--- src/rtl/rng_pkg.sv ---
package rng_pkg;
  localparam int CTRL_EN_BIT     = 2;
  localparam int CTRL_CEDOFF_BIT = 5;
  localparam int ST_RDY_BIT      = 0;
  localparam int ST_SEEDNOW_BIT  = 2;
  localparam int ST_CLKSTK_BIT   = 5;
  localparam int ST_SEEDSTK_BIT  = 6;

  typedef struct packed {
    logic ced_off;
    logic en;
  } ctrl_t;
endpackage

--- src/rtl/rng_word_src.sv ---
module rng_word_src #(
  parameter int          DATA_W = 32,
  parameter int          PERIOD = 8,
  parameter logic [31:0] SEED   = 32'hACE1_2468,
  parameter logic [31:0] TAPS   = 32'h8020_0003
) (
  input  logic              clk,
  input  logic              rst,
  input  logic              run,
  output logic              word_vld,
  output logic [DATA_W-1:0] word
);
  localparam int CW = $clog2(PERIOD);

  logic [CW-1:0]     cnt_q;
  logic [DATA_W-1:0] lfsr_q;
  logic [DATA_W-1:0] lfsr_nxt;

  assign word_vld = run && (cnt_q == CW'(PERIOD - 1));
  assign word     = lfsr_q;
  assign lfsr_nxt = {1'b0, lfsr_q[DATA_W-1:1]} ^ (lfsr_q[0] ? TAPS[DATA_W-1:0] : '0);

  always_ff @(posedge clk) begin
    if (rst) begin
      cnt_q  <= '0;
      lfsr_q <= SEED[DATA_W-1:0];
    end else begin
      if (!run)          cnt_q <= '0;
      else if (word_vld) cnt_q <= '0;
      else               cnt_q <= cnt_q + 1'b1;
      if (word_vld) lfsr_q <= lfsr_nxt;
    end
  end


  spacing_chk: assert property (@(posedge clk) disable iff (rst)
    word_vld |=> !word_vld);

  advance_chk: assert property (@(posedge clk) disable iff (rst)
    word_vld |=> (word != $past(word)));

  nonzero_chk: assert property (@(posedge clk) disable iff (rst)
    lfsr_q != '0);
endmodule

--- src/rtl/rng_word_buf.sv ---
module rng_word_buf #(
  parameter int DATA_W = 32,
  parameter int DEPTH  = 4
) (
  input  logic              clk,
  input  logic              rst,
  input  logic              flush,
  input  logic              wr_en,
  input  logic [DATA_W-1:0] wr_data,
  input  logic              pop,
  output logic              ready,
  output logic [DATA_W-1:0] rd_word
);
  localparam int PW = $clog2(DEPTH + 1);
  localparam int RW = $clog2(DEPTH);

  logic [DATA_W-1:0] mem [DEPTH];
  logic [PW-1:0]     wptr_q;
  logic [RW-1:0]     rptr_q;
  logic              take;
  logic              last_pop;

  assign ready    = (wptr_q == PW'(DEPTH));
  assign take     = wr_en && !ready;
  assign last_pop = ready && pop && (rptr_q == RW'(DEPTH - 1));
  assign rd_word  = mem[rptr_q];

  always_ff @(posedge clk) begin
    if (take) mem[wptr_q[RW-1:0]] <= wr_data;
  end

  always_ff @(posedge clk) begin
    if (rst || flush) begin
      wptr_q <= '0;
      rptr_q <= '0;
    end else if (last_pop) begin
      wptr_q <= '0;
      rptr_q <= '0;
    end else if (ready && pop) begin
      rptr_q <= rptr_q + 1'b1;
    end else if (take) begin
      wptr_q <= wptr_q + 1'b1;
    end
  end


  flush_drop_chk: assert property (@(posedge clk) disable iff (rst)
    flush |=> !ready);

  ready_hold_chk: assert property (@(posedge clk) disable iff (rst)
    (ready && !pop && !flush) |=> ready);

  no_overwrite_chk: assert property (@(posedge clk) disable iff (rst)
    ready |-> !wr_en);
endmodule

--- src/rtl/rng_flags.sv ---
module rng_flags (
  input  logic clk,
  input  logic rst,
  input  logic seed_fault,
  input  logic clk_fault,
  input  logic ced_off,
  input  logic st_wr,
  input  logic wd_clk,
  input  logic wd_seed,
  output logic seed_now,
  output logic seed_stk,
  output logic clk_stk
);
  logic clk_q;

  always_ff @(posedge clk) begin
    if (rst) begin
      seed_now <= 1'b0;
      clk_q    <= 1'b0;
      seed_stk <= 1'b0;
      clk_stk  <= 1'b0;
    end else begin
      seed_now <= seed_fault;
      clk_q    <= clk_fault;
      if (seed_now)              seed_stk <= 1'b1;
      else if (st_wr && !wd_seed) seed_stk <= 1'b0;
      if (clk_q && !ced_off)     clk_stk <= 1'b1;
      else if (st_wr && !wd_clk) clk_stk <= 1'b0;
    end
  end


  seed_set_chk: assert property (@(posedge clk) disable iff (rst)
    seed_now |=> seed_stk);

  clk_set_chk: assert property (@(posedge clk) disable iff (rst)
    (clk_q && !ced_off) |=> clk_stk);

  keep_on_one_chk: assert property (@(posedge clk) disable iff (rst)
    (seed_stk && st_wr && wd_seed) |=> seed_stk);
endmodule

--- src/rtl/rng_regif_top.sv ---
module rng_regif_top #(
  parameter int          ADDR_W = 4,
  parameter int          PERIOD = 8,
  parameter int          DEPTH  = 4,
  parameter logic [31:0] SEED   = 32'hACE1_2468,
  parameter logic [31:0] TAPS   = 32'h8020_0003
) (
  input  logic              clk,
  input  logic              rst,
  input  logic              bus_wr,
  input  logic              bus_rd,
  input  logic [ADDR_W-1:0] bus_addr,
  input  logic [31:0]       bus_wdata,
  output logic [31:0]       bus_rdata,
  input  logic              seed_fault,
  input  logic              clk_fault
);
  import rng_pkg::*;

  localparam logic [ADDR_W-1:0] OFF_CTRL = ADDR_W'(0);
  localparam logic [ADDR_W-1:0] OFF_STAT = ADDR_W'(4);
  localparam logic [ADDR_W-1:0] OFF_DATA = ADDR_W'(8);

  ctrl_t       ctrl_q;
  logic        run;
  logic        word_vld;
  logic [31:0] word;
  logic        buf_ready;
  logic [31:0] buf_word;
  logic        pop;
  logic        seed_now, seed_stk, clk_stk;
  logic        st_wr;
  logic [31:0] ctrl_word, stat_word;
  logic        unused_wdata;

  assign unused_wdata = &{1'b0, bus_wdata};
  assign run   = ctrl_q.en && !seed_now && !buf_ready;
  assign pop   = bus_rd && (bus_addr == OFF_DATA) && buf_ready;
  assign st_wr = bus_wr && (bus_addr == OFF_STAT);

  always_comb begin
    ctrl_word = '0;
    ctrl_word[CTRL_EN_BIT]     = ctrl_q.en;
    ctrl_word[CTRL_CEDOFF_BIT] = ctrl_q.ced_off;
    stat_word = '0;
    stat_word[ST_RDY_BIT]      = buf_ready;
    stat_word[ST_SEEDNOW_BIT]  = seed_now;
    stat_word[ST_CLKSTK_BIT]   = clk_stk;
    stat_word[ST_SEEDSTK_BIT]  = seed_stk;
  end

  always_ff @(posedge clk) begin
    if (rst) begin
      ctrl_q <= '0;
    end else if (bus_wr && (bus_addr == OFF_CTRL)) begin
      ctrl_q.en      <= bus_wdata[CTRL_EN_BIT];
      ctrl_q.ced_off <= bus_wdata[CTRL_CEDOFF_BIT];
    end
  end

  always_ff @(posedge clk) begin
    if (rst) begin
      bus_rdata <= '0;
    end else if (bus_rd) begin
      case (bus_addr)
        OFF_CTRL: bus_rdata <= ctrl_word;
        OFF_STAT: bus_rdata <= stat_word;
        OFF_DATA: bus_rdata <= buf_ready ? buf_word : '0;
        default:  bus_rdata <= '0;
      endcase
    end
  end

  rng_word_src #(.DATA_W(32), .PERIOD(PERIOD), .SEED(SEED), .TAPS(TAPS)) u_src (
    .clk(clk), .rst(rst), .run(run), .word_vld(word_vld), .word(word)
  );

  rng_word_buf #(.DATA_W(32), .DEPTH(DEPTH)) u_buf (
    .clk(clk), .rst(rst), .flush(seed_now), .wr_en(word_vld), .wr_data(word),
    .pop(pop), .ready(buf_ready), .rd_word(buf_word)
  );

  rng_flags u_flags (
    .clk(clk), .rst(rst), .seed_fault(seed_fault), .clk_fault(clk_fault),
    .ced_off(ctrl_q.ced_off), .st_wr(st_wr),
    .wd_clk(bus_wdata[ST_CLKSTK_BIT]), .wd_seed(bus_wdata[ST_SEEDSTK_BIT]),
    .seed_now(seed_now), .seed_stk(seed_stk), .clk_stk(clk_stk)
  );


  empty_read_zero_chk: assert property (@(posedge clk) disable iff (rst)
    (bus_rd && (bus_addr == OFF_DATA) && !buf_ready) |=> (bus_rdata == '0));

  rdata_hold_chk: assert property (@(posedge clk) disable iff (rst)
    !bus_rd |=> $stable(bus_rdata));
endmodule

--- config.mk ---
export PLATFORM = sky130hd
export DESIGN_NAME = rng_regif_top
export DESIGN_NICKNAME = d
export VERILOG_FILES = /design/src/rtl/rng_pkg.sv /design/src/rtl/rng_word_src.sv /design/src/rtl/rng_word_buf.sv /design/src/rtl/rng_flags.sv /design/src/rtl/rng_regif_top.sv
export SDC_FILE = /design/constraint.sdc
export NUM_CORES = 1
export LEC_CHECK = 0
export BUFFER_PORTS_ARGS = -buffer_cell sky130_fd_sc_hd__buf_4
export CORE_MARGIN = 2
export CORE_UTILIZATION = 30
export DETAILED_ROUTE_END_ITERATION = 8
export GPL_TIMING_DRIVEN = 0
export PLACE_DENSITY = 0.5
export SLEW_MARGIN = 20
export SYNTH_ARGS = -nofsm -noshare
export SYNTH_HDL_FRONTEND = slang
export SYNTH_SLANG_ARGS = --single-unit
export TNS_END_PERCENT = 100
--- constraint.sdc ---
create_clock -name clk -period 2.8 [get_ports clk]
set_input_delay 0.28 -clock clk [delete_from_list [all_inputs] [get_ports clk]]
set_output_delay 0.28 -clock clk [all_outputs]
set_load 0.02 [all_outputs]
## Yosys cells after proc, flatten, opt, wreduce, memory -nomap -nowiden

Memories as Yosys holds them, arrays and structs flattened. A register that Yosys moved wholly into a read port is not among the register bits.
Index checks and enable logic that the tools add are counted.

- Memory bits (read-only): 0
- Bits of input ports: 42
- Bits in registers: 78
- Output and inout bits: 32
- Logic and storage cells: 59
- Bits in latches: 0
- Bits in writable memories: 128
- Memories: 1

- Multiplexer cells: 11
- Eq/ne operators: 5
- Multiply operators: 0
- $lt $le $gt $ge: 0
- Add/subtract/negate cells: 3
- Reductions and logical operators: 25
- Divide/modulo/power cells: 0
- Shift operators: 0
- Bitwise operators: 3

Memories:

| memory | words | bits a word | read ports | clocked after Yosys merged registers in | write ports | line | text |
|---|---|---|---|---|---|---|---|
| u_buf.mem | 4 | 32 | 1 | 1 | 1 | rng_word_buf.sv:17 | `logic [DATA_W-1:0] mem [DEPTH];` |

Operators with widths:

| cell | number |
|---|---|
| 32-bit case mux with 3 select lines | 1 |
| 32-bit two-way mux | 2 |
| 31-bit by 32-bit XOR with 32-bit output | 1 |
| 1-bit logical AND | 13 |
| 3-bit by 1-bit adder with 3-bit output, second input constant | 2 |
| 3-bit equality test, second input constant | 2 |
| 1-bit two-way mux | 6 |
| 1-bit zero test | 5 |
| 4-bit by 3-bit equality test with 1-bit output, second input constant | 1 |
| 4-bit equality test, second input constant | 1 |
| 4-bit zero test | 1 |
| 2-bit two-way mux | 2 |
| 2-bit nonzero test | 2 |
| 3-bit OR reduction | 1 |
| 2-bit by 1-bit adder with 2-bit output, second input constant | 1 |
| 2-bit equality test, second input constant | 1 |
| 1-bit inverter | 2 |
| 2-bit AND reduction | 1 |
| 2-bit OR reduction | 1 |
| 1-bit logical OR | 1 |

## Longest topological paths before layout

- Word-level depth: 7
- Depth in mapped cells: 7
- Gate-level depth less buffers: 5

## Hierarchy

A second synthesis with hierarchy kept.

- Cell total of the unflattened synthesis: 531
- Area total of the unflattened synthesis: 8270.4 um^2

By module, submodules not included:

| module | sequential area each (um^2) | area each (um^2) | cells each | times used |
|---|---|---|---|---|
| rng_word_buf | 3983.8 | 5078.6 | 201 | 1 |
| rng_word_src | 700.7 | 1650.3 | 173 | 1 |
| rng_regif_top | 680.7 | 1407.6 | 144 | 1 |
| rng_flags | 80.1 | 133.9 | 13 | 1 |

## Worst setup path after synthesis

Ideal clock, no wire load.

- Kind: register -> register
- Start: reg u_buf.wptr_q[0]
- End: mem u_buf.mem[1][0] (enable)
- Path slack: 229 ps
- Arrival: 2179 ps
- Data required time: 2408 ps
- Clock period less this slack: 2571 ps
- Path buffers: 2
- Stages on the path, launching flop included: 7
- Setup time: 392 ps
- Path through: dfxtp_1 inv_1 ha_1 nand2_1 clkbuf_1 clkbuf_1 and3_1

- Word-level cells in the longest chain between the ends: 7

Ends and longest elaborated chain:

| element | line | text |
|---|---|---|
| from (decl) | rng_word_buf.sv:18 | `logic [PW-1:0] wptr_q;` |
| from (signal assigned) | rng_word_buf.sv:42 | `wptr_q <= wptr_q + 1'b1;` |
| 3-bit equality test | rng_word_buf.sv:23 | `assign ready = (wptr_q == PW'(DEPTH));` |
| 1-bit zero test | rng_word_buf.sv:24, rng_regif_top.sv:37 |  |
| 1-bit logical AND | rng_regif_top.sv:37 | `assign run = ctrl_q.en && !seed_now && !buf_ready;` |
| 1-bit logical AND | rng_word_src.sv:19 | `assign word_vld = run && (cnt_q == CW'(PERIOD - 1));` |
| 1-bit logical AND | rng_word_buf.sv:24 | `assign take = wr_en && !ready;` |
| 1-bit two-way mux | rng_word_buf.sv:29 | `if (take) mem[wptr_q[RW-1:0]] <= wr_data;` |
| 1-bit two-way mux (implied by the code) | rng_word_buf.sv:29 |  |
| to (decl) | rng_word_buf.sv:17 |  |

Parallel ways exist; a longest one is shown, timed or not.

## Worst setup path in the final report

- Start: reg u_buf.wptr_q[0]
- End: mem u_buf.mem[1][9] (enable)

Same word-level chain as after synthesis.

==> impl_metrics.json <==
{
  "n_antenna_cell": 0,
  "grtUsageMet2": 0.202,
  "start_util": 0.306,
  "antenna_found_initial": 0,
  "crit_required_ps": 2990,
  "hold_class": "primary input to flop",
  "grt_start_max_net_pins": 20,
  "numPortBuffers": 42,
  "slew_headroom": 0.504,
  "startpoint_type": "flop",
  "grt_most_used_layer": "met2",
  "io_pins": 74,
  "grtUsageTotal": 0.125,
  "route.detailed.drc": 0,
  "wire_per_inst_microns": 18.5,
  "post_cts_buffers": 0,
  "fp.dieArea_sq_mm": 0.0270,
  "layout_commonest_cell": "edfxtp_1",
  "grt_pass1_vias": 4545,
  "cts_made_buffers": 23,
  "fin_crit_ps": 2610,
  "crit_chain": "inv_1 -> ha_1 -> nand2_1 -> clkbuf_1 -> clkbuf_2 -> and3_4 -> buf_16",
  "worst_pin_slew_ps": 744,
  "syn-num-nets": 520,
  "met1_usage": 0.171,
  "cts-root-buf": "clkbuf_16",
  "clkTransAtPathRegs_ps": 60,
  "hpwl_microns": 10600,
  "critPathKind": "flop to flop",
  "total_power_uw": 6060,
  "vias_per_cell": 4.85,
  "core_area_sq_mm": 0.0252,
  "synth_edf_count": 128,
  "ir_drop_uv": 267,
  "num-nets-final": 593,
  "gp_congestion": 0.758,
  "path_buf_inv": 4,
  "area_growth_pct": 20.2,
  "cts_sinks": 208,
  "synth_cell_type_count": 44,
  "power_density_mw_per_mm2": 654,
  "layout_common_cells": "edfxtp_1 (128), dfxtp_1 (80), buf_4 (47)",
  "dp.cells": 847,
  "syn_avg_cell_area_sq_um": 16.4,
  "cts_buffer_depth": 3,
  "yosysWarnings": 0,
  "critical-path-top-delay-family": "buffers and inverters",
  "grt_pass1_wl_microns": 25900,
  "drive_above_1_share": 0.221,
  "status": "completed",
  "final_antenna_net_count": 0,
  "grt_overflow": 0,
  "arrival_ps": 2800,
  "cts_tree": "yes",
  "netlist_area_sq_mm": 0.00770,
  "post-route-period-util": 0.931,
  "cap_violations": 0,
  "cpMaxStageDelayCell": "and3_4",
  "leakage_uw": 0.00316,
  "setup_viol_count_final": 0,
  "end_kind": "flop",
  "hold_viol": 0,
  "cp_max_fo": 17,
  "fmax_mhz": 384,
  "use_met3": 0.0205,
  "drt-total-wl_microns": 16500,
  "h-tree-depth": 1,
  "dr.pass1.iters": 5,
  "fin_worst_skew_ps": 11.3,
  "ys_seq_elements": 208,
  "clock_latency_ps": 500,
  "grt_setup_unrepaired": "no",
  "final_max_slew_viol_count": 0,
  "fin_cells": 890,
  "cp_slowest_stage_delay_ps": 440,
  "rows": 58,
  "die_h_microns": 164,
  "synth_top_flop_cell": "edfxtp_1",
  "die_w_microns": 164,
  "async_reset_ff_frac": 0,
  "synth_seq_area_share": 0.707,
  "num_vias": 4318,
  "synthCells": 471,
  "drt_iter0_markers": 350
}
cells by family after synthesis:
group,share of synthesized area
flops,0.707
compound gates,0.0911
simple gates,0.0634
buf+inv,0.0244
mux,0.101
fa+ha+maj,0.0114
xor+xnor,0.00227
where the power goes:
part / leakage [uW] / switching (uW) / internal, uW
Sequential: 0.00180 / 2.68 / 3220
Clock: 0.000344 / 1120 / 1650
Combinational: 0.00101 / 44.2 / 25.6
flip-flops by register name, summed over array words and instances, names as in the netlist, named ones only:
register,count
u_src.word,32
ctrl_q,2
u_buf.wptr_q,3
u_buf.rptr_q,2
u_flags.seed_now,1
bus_rdata,32
u_src.cnt_q,3
u_buf.mem,128
u_flags.clk_q,1
u_flags.clk_stk,1
u_flags.seed_stk,1
routing by layer:
layer  wire length [microns]  vias up
li1                        -     2009
met1                    7420     2157
met4                     378        0
met5                       0        -
met3                     922       27
met2                    7750      125
synthesized netlist by cell type (6+ instances only):
| library cell | n | area share |
|---|---|---|
| mux4_1 | 6 | 0.020 |
| a211o_1 | 13 | 0.015 |
| clkbuf_1 | 18 | 0.0088 |
| mux4_2 | 26 | 0.076 |
| nor2b_1 | 8 | 0.0065 |
| a21oi_1 | 28 | 0.018 |
| edfxtp_1 | 128 | 0.50 |
| dfxtp_1 | 80 | 0.21 |
| a22o_1 | 30 | 0.034 |
| nand3_1 | 22 | 0.014 |
| nand2b_1 | 6 | 0.0049 |
| ha_1 | 7 | 0.011 |
| and3_1 | 16 | 0.013 |
| o21ai_0 | 23 | 0.015 |
| nor3_1 | 6 | 0.0039 |
area by class of cell:
cell class	instances	area (sq um)
Fill cell	2375	15900
Sequential cell	208	5450
Multi-Input combinational cell	226	2080
Clock buffer	37	678
Timing Repair Buffer	48	430
Tap cell	330	413
Buffer	32	170
Clock inverter	4	22.5
Inverter	5	18.8
through the flow:
| stage | area, sq um | setup WS (ps) | hold slack (ps) | util | setup TNS (ps) |
|---|---|---|---|---|---|
| finish | 9260 | 194 | 67.0 | 0.368 | 0 |
| global route | 9260 | 53.0 | 85.6 | 0.368 | 0 |
| CTS | 9260 | 63.1 | 51.1 | 0.368 | 0 |
| detailed placement | 8530 | -110 | 423 | 0.339 | -1850 |
| global placement | 8430 | -891 | 407 | 0.335 | -78870 |
| floorplan | 7700 | 229 | 398 | - | 0 |
worst reg2reg max path, cell delays in order (launching register included):
cell,delay (ps)
dfxtp_1,380
inv_1,100
ha_1,270
nand2_1,170
clkbuf_1,390
clkbuf_2,320
and3_4,440
buf_16,220
path summary, 6_finish.rpt:
kind                               end  cells after the start                    startpoint  slack, ps
max          u_buf.mem[1][9]$_DFFE_PP_                      7  u_buf.wptr_q[0]$_SDFFE_PP0P_        190
min             ctrl_q[1]$_SDFFE_PP0P_                      3                  bus_wdata[5]         70
max reg2reg  u_buf.mem[1][9]$_DFFE_PP_                      7  u_buf.wptr_q[0]$_SDFFE_PP0P_        190
min reg2reg  u_src.cnt_q[0]$_SDFF_PP0_                      1     u_src.cnt_q[0]$_SDFF_PP0_        430
repair_timing:
item | CTS | global route
resized for setup | 1 | 2
pin swaps | 0 | 0
hold buffers | 2 | 0
hold endpoints to repair | 2 | 0
setup endpoints to repair | 17 | 17
Power figures use the tool's default switching activity.
